`config.mk`:
```
export PLATFORM = sky130hd
export DESIGN_NAME = pipe_stage_reg
export DESIGN_NICKNAME = d
export VERILOG_FILES = /design/src/rtl/pipe_stage_pkg.sv /design/src/rtl/pipe_stage_mode_dec.sv /design/src/rtl/pipe_stage_nop_gen.sv /design/src/rtl/pipe_stage_next_sel.sv /design/src/rtl/pipe_stage_reg.sv
export SDC_FILE = /design/constraint.sdc
export NUM_CORES = 1
export LEC_CHECK = 0
export BUFFER_PORTS_ARGS = -buffer_cell sky130_fd_sc_hd__buf_4
export CAP_MARGIN = 5
export CORE_UTILIZATION = 42
export CTS_BUF_LIST = sky130_fd_sc_hd__clkbuf_8
export DETAILED_ROUTE_END_ITERATION = 6
export PLACE_DENSITY = 0.78
export RECOVER_POWER = 50
export SKIP_LAST_GASP = 1
export SYNTH_ARGS = -nofsm -noshare
export SYNTH_HDL_FRONTEND = slang
export SYNTH_SLANG_ARGS = --single-unit
```
`constraint.sdc`:
```
create_clock -name clk -period 1.23 [get_ports clk]
set_clock_uncertainty 0.2 [all_clocks]
set_input_delay 0.123 -clock clk [delete_from_list [all_inputs] [get_ports clk]]
set_output_delay 0.123 -clock clk [all_outputs]
set_load 0.1 [all_outputs]
```
`src/rtl/pipe_stage_pkg.sv`:
```
package pipe_stage_pkg;

    localparam int STAT_W = 3;

    // Status codes carried in the bundle
    localparam logic [STAT_W-1:0] STS_BUBBLE = 3'd0;
    localparam logic [STAT_W-1:0] STS_OK     = 3'd1;
    localparam logic [STAT_W-1:0] STS_HALT   = 3'd2;
    localparam logic [STAT_W-1:0] STS_ADDR   = 3'd3;
    localparam logic [STAT_W-1:0] STS_INSN   = 3'd4;

    // Update mode decoded from the control pair each edge
    typedef enum logic [1:0] {
        MODE_PASS  = 2'd0,
        MODE_KEEP  = 2'd1,
        MODE_NOP   = 2'd2,
        MODE_CLASH = 2'd3
    } mode_e;

    // Control state: did the last edge see an illegal pair
    typedef enum logic {
        ST_RUN   = 1'b0,
        ST_FAULT = 1'b1
    } ctl_state_e;

endpackage

```
`src/rtl/pipe_stage_mode_dec.sv`:
```
module pipe_stage_mode_dec
    import pipe_stage_pkg::*;
(
    input  logic  hold,
    input  logic  inject,
    output mode_e mode
);

    always_comb begin
        unique case ({hold, inject})
            2'b00:   mode = MODE_PASS;
            2'b10:   mode = MODE_KEEP;
            2'b01:   mode = MODE_NOP;
            default: mode = MODE_CLASH;
        endcase
    end

endmodule

```
`src/rtl/pipe_stage_nop_gen.sv`:
```
module pipe_stage_nop_gen
    import pipe_stage_pkg::*;
#(
    parameter int                 CLASS_W     = 4,
    parameter int                 REG_W       = 4,
    parameter int                 PAY_W       = 32,
    parameter logic [CLASS_W-1:0] NOP_CLASS   = 1,
    parameter logic [REG_W-1:0]   REG_NONE    = '1,
    parameter logic [PAY_W-1:0]   NOP_PAYLOAD = '0,
    localparam int                BUN_W       = STAT_W + CLASS_W + 2*REG_W + PAY_W
) (
    output logic [BUN_W-1:0] nop_bundle
);

    // Field order: status, class, dst_e, dst_m, payload (MSB to LSB)
    assign nop_bundle = {STS_BUBBLE, NOP_CLASS, REG_NONE, REG_NONE, NOP_PAYLOAD};

endmodule

```
`src/rtl/pipe_stage_next_sel.sv`:
```
module pipe_stage_next_sel
    import pipe_stage_pkg::*;
#(
    parameter int BUN_W = 47
) (
    input  mode_e            mode,
    input  logic [BUN_W-1:0] cur,
    input  logic [BUN_W-1:0] din,
    input  logic [BUN_W-1:0] nop,
    output logic [BUN_W-1:0] nxt
);

    always_comb begin
        unique case (mode)
            MODE_PASS:  nxt = din;
            MODE_NOP:   nxt = nop;
            MODE_KEEP:  nxt = cur;
            MODE_CLASH: nxt = cur;
            default:    nxt = cur;
        endcase
    end

endmodule

```
`src/rtl/pipe_stage_reg.sv`:
```
module pipe_stage_reg
    import pipe_stage_pkg::*;
#(
    parameter int                 CLASS_W     = 4,
    parameter int                 REG_W       = 4,
    parameter int                 PAY_W       = 32,
    parameter logic [CLASS_W-1:0] NOP_CLASS   = 1,
    parameter logic [REG_W-1:0]   REG_NONE    = '1,
    parameter logic [PAY_W-1:0]   NOP_PAYLOAD = '0
) (
    input  logic               clk,
    input  logic               rst,
    input  logic               hold_i,
    input  logic               inject_i,
    input  logic [STAT_W-1:0]  d_status,
    input  logic [CLASS_W-1:0] d_class,
    input  logic [REG_W-1:0]   d_dst_e,
    input  logic [REG_W-1:0]   d_dst_m,
    input  logic [PAY_W-1:0]   d_payload,
    output logic [STAT_W-1:0]  q_status,
    output logic [CLASS_W-1:0] q_class,
    output logic [REG_W-1:0]   q_dst_e,
    output logic [REG_W-1:0]   q_dst_m,
    output logic [PAY_W-1:0]   q_payload,
    output logic               clash_o
);

    localparam int BUN_W = STAT_W + CLASS_W + 2*REG_W + PAY_W;

    mode_e            mode;
    ctl_state_e       state_q, state_d;
    logic [BUN_W-1:0] bundle_q, bundle_d, din_flat, nop_flat;

    assign din_flat = {d_status, d_class, d_dst_e, d_dst_m, d_payload};

    pipe_stage_mode_dec u_dec (
        .hold   (hold_i),
        .inject (inject_i),
        .mode   (mode)
    );

    pipe_stage_nop_gen #(
        .CLASS_W     (CLASS_W),
        .REG_W       (REG_W),
        .PAY_W       (PAY_W),
        .NOP_CLASS   (NOP_CLASS),
        .REG_NONE    (REG_NONE),
        .NOP_PAYLOAD (NOP_PAYLOAD)
    ) u_nop (
        .nop_bundle (nop_flat)
    );

    pipe_stage_next_sel #(
        .BUN_W (BUN_W)
    ) u_sel (
        .mode (mode),
        .cur  (bundle_q),
        .din  (din_flat),
        .nop  (nop_flat),
        .nxt  (bundle_d)
    );

    // Next-state logic for the control state machine
    always_comb begin
        state_d = state_q;
        unique case (state_q)
            ST_RUN:   state_d = (mode == MODE_CLASH) ? ST_FAULT : ST_RUN;
            ST_FAULT: state_d = (mode == MODE_CLASH) ? ST_FAULT : ST_RUN;
            default:  state_d = ST_RUN;
        endcase
    end

    // State and bundle registers
    always_ff @(posedge clk) begin
        if (rst) begin
            state_q  <= ST_RUN;
            bundle_q <= nop_flat;
        end else begin
            state_q  <= state_d;
            bundle_q <= bundle_d;
        end
    end

    // Output process
    always_comb begin
        {q_status, q_class, q_dst_e, q_dst_m, q_payload} = bundle_q;
        unique case (state_q)
            ST_FAULT: clash_o = 1'b1;
            default:  clash_o = 1'b0;
        endcase
    end

endmodule

```
# == After elaboration in Yosys (flattened, before gate mapping) ==
# Cells that the tools add are included.
# totals
in_bits,51
ff_bits,48
word_cells,14
# op_classes
eq_ne,5
n_reduce_logical,3
n_mux,4
# ops
cell,n
$pmux 47 s2,1
$eq 2x2->1 const B,3
$pmux 2 s3,1
$eq 2x1->1 const B,2
$logic_not 2->1,2
$mux 1,2
$reduce_or 2->1,1

# == Depth between registers and ports, before layout ==
# logic_depth
ltp_word,4
depth_mapped,5

# == Hierarchy ==
# From an unflattened synthesis, not the netlist that was laid out.
# unflattened
cells_unflattened,308
area_unflattened_um2,2989.1
# by_module_without_submodules
mod,cells_per_inst,seq_area_each_um2,area_per_inst_um2,instances
pipe_stage_reg,101,960.9,1614.0,1
pipe_stage_next_sel,156,0.0,1007.2,1
pipe_stage_nop_gen,49,0.0,360.3,1
pipe_stage_mode_dec,2,0.0,7.5,1

# == Least setup slack after synthesis ==
# OpenSTA, ideal clock, no wires.
# synth_path
path_type,reg2reg
from,"reg, netlist name bundle_q[37]"
to,reg bundle_q[37]
arrival_ns,1.237
stages_incl_launch_ff,3
setup_slack_ns,-0.266
setup_ns,0.059
required_time_ns,0.971
cell_sequence,dfxtp_1 -> nand2b_1 -> o32a_1
# synth_lines
element,line,source
end signal: assignment,pipe_stage_reg.sv:77,bundle_q <= nop_flat;
end signal: assignment,pipe_stage_reg.sv:80,bundle_q <= bundle_d;
end: declaration,pipe_stage_reg.sv:32,"logic [BUN_W-1:0] bundle_q, bundle_d, din_flat, nop_flat;"

# == Final worst setup path ==
# layout_path
from,reg bundle_q[45]
to,out q_status[1]
# layout_lines
element,line,source
end: declaration,pipe_stage_reg.sv:20,"output logic [STAT_W-1:0] q_status,"
# No word-level cell between the ends.

==> results.yml <==
cts:
  cts_sinks: 48
  clockBufferDepth: 2
  htree_levels: 2
  postCtsHoldBufs: 46
  cts_buffers: 5
  clock_latency_ns: 0.30
  cts-root-buf: "clkbuf_8"
  clk_pin_slew_ns: 0.10
  cts_tree: "done"
setup_path:
  crit_chain: "buf_6"
  cp.arrival_ns: 0.88
  crit_family: "flip-flops"
  endpoint_kind: "primary output"
  cp_max_fo: 2
  required_ns: 0.91
  crit_buf_inv: 1
  crit_path_start_kind: "register"
  worst-setup-path-type: "register to primary output"
  cpPeakStageDelay_ns: 0.36
  cp_slowest_cell: "dfxtp_2"
placed_design:
  dp_hpwl_mm: 3.22
  place_inst: 347
  dpl-instance-area_sq_mm: 0.00271
  dpl_worst_slack_ns: -0.166
  gp_congestion: 0.670
  numPortBuffers: 98
synthesis:
  synth_seq_cells: 48
  ys_seq_area_share_pct: 51.0
  synth_area_per_cell_sq_um: 9.02
  postSynthCellCount: 209
  ys_warn_count: 0
  synth_nets: 260
  syn-cell-area_sq_mm: 0.00189
  yosysUniqueCellTypes: 18
finish:
  drive_gt1_share_pct: 47.3
  n_antenna_cell: 0
  regArea_sq_mm: 0.00102
  multi_input_area_sq_um: 657
  fin_nets: 399
  mostFrequentLayoutCell: "buf_4"
  fillers: 277
  area_delta_synth_final_pct: 85.3
  final_area_sq_mm: 0.00349
  most-common-layout-cells: "51 x buf_4, 48 x dfxtp_2, 46 x dlygate4sd3_1, 44 x buf_6, 39 x nand2_1"
  stdcell_count: 401
grt:
  antenna_found_initial: 0
  grt_pass1_wl_mm: 9.58
  grtUsageTotal_pct: 25.1
  overflow: 0
  first_global_vias: 2051
  grt_max_degree: 48
sta:
  slew_headroom_pct: 58.7
  rsz0062_at_grt: "false"
  hold_ws_ns: -0.0907
  slew_violations: 0
  tightestPinTransition_ns: 0.619
  setup_violations: 0
  fin_crit_ns: 1.21
  tns_ns: 0
  finalCritPeriodShare_pct: 98.0
  finalWorstSetupSlack_ns: 0.0249
  fmax_mhz: 830
  hold_viol_final: 1
route:
  avgRoutedWirePerCell_um: 14.5
  drc: 0
  dr.pass1.iters: 4
  detail_route.iter0.violations: 188
  drtAntennaViolNets: 0
  wl_mm: 5.82
  viasPerCell: 5.03
  vias: 2018
die:
  die_w_um: 69.0
  initial_core_util_pct: 43.6
  core.rowCount: 24
  ioPinCount: 99
  design.core.area_sq_mm: 0.00432
  die_h_um: 69.0
  dieArea_sq_mm: 0.00476
pwr:
  powerDensity_mw_per_mm2: 1140
  power_leakage_nw: 1.54
  peakVddDrop_v: 0.000811
status:
  violations: "negative hold slack"
  outcome: "finished, violations left"
job:
  cap_violations: 0
hold_path:
  min_path_type: "input pin to register"
-- final cells by class --
class	count	area share [%]
clock inverter	1	0.860
timing repair buffer	154	42.5
tap	52	1.86
inverter	37	3.98
sequential	48	29.2
clock buffer	7	2.76
multi-input combinational	102	18.8
-- path summary, 6_finish.rpt --
check | startpoint | to | slack, ns | depth (start not counted)
worst max-delay path | bundle_q[45] | q_status[1] | 0.02 | 1
worst min register to register | bundle_q[46] | bundle_q[46] | 0.27 | 2
worst min-delay path | hold_i | bundle_q[46] | -0.09 | 3
worst max register to register | bundle_q[35] | bundle_q[35] | 0.19 | 2
-- worst reg2reg max path, stage by stage (launching register included) --
cell	delay [ns]
dfxtp_2	0.34
nor3b_1	0.29
nor2_1	0.10
-- cell usage after synthesis --
library cell	n	area (sq um)
or2_1	1	6.26
inv_1	37	139
o32a_1	5	50.1
buf_1	2	7.51
nand2_1	39	146
buf_2	5	25.0
o32ai_1	37	324
dfxtp_1	48	961
nor3b_1	4	30.0
a21oi_1	1	5.00
nor4_1	4	25.0
clkbuf_1	9	33.8
nor2_1	5	18.8
or2b_1	3	22.5
nand2b_1	2	12.5
clkbuf_8	1	13.8
or3b_2	1	8.76
buf_6	5	56.3
-- registers in the layout, indices dropped and copies added (netlist names) --
name	flops
bundle_q	47
state_q	1
-- per-stage QoR --
step | hold slack (ns) | utilization, % | total power [W]
after global placement | 0.143 | 62.7 | 0.00258
after floorplan | 0.0571 | - | 0.00234
after CTS | -0.0960 | 80.3 | 0.00397
after global routing | -0.0795 | 80.8 | 0.00410
after detailed placement | 0.153 | 62.7 | 0.00259
final | -0.0907 | 80.8 | 0.00398
-- what timing repair did --
item | in CTS | in global routing
resized for setup | 47 | 6
gates cloned | 0 | 0
pin swaps | 0 | 0
hold endpoints to repair | 47 | 1
buffers inserted | 0 | 0
setup endpoints to repair | 47 | 6
-- power by group --
group	total [W]	internal, W	switching (W)
combinational	0.00107	0.000399	0.000668
clock	0.00124	0.000718	0.000518
sequential	0.00167	0.00163	0.0000464
-- per-layer routing --
| layer | vias up | wire length [um] | share of wire (%) | track usage, % |
|---|---|---|---|---|
| li1 | 993 | - | - | - |
| met1 | 940 | 2290 | 39 | 27.8 |
| met2 | 81 | 3140 | 54 | 47.0 |
| met3 | 4 | 354 | 6.1 | 6.14 |
| met4 | 0 | 31 | 0.53 | 6.80 |
| met5 | - | 0 | 0 | 0 |
-- logic make-up (layout without fill, tap and decap cells) --
| logic type | after synthesis | after routing | share of synthesized area (%) |
|---|---|---|---|
| AOI/OAI and AO/OA | 43 | 43 | 20.1 |
| and+or+nand+nor | 59 | 59 | 14.3 |
| buffers and inverters | 59 | 199 | 14.6 |
| DFF | 48 | 48 | 51.0 |
(Power assumes the default switching activity.)
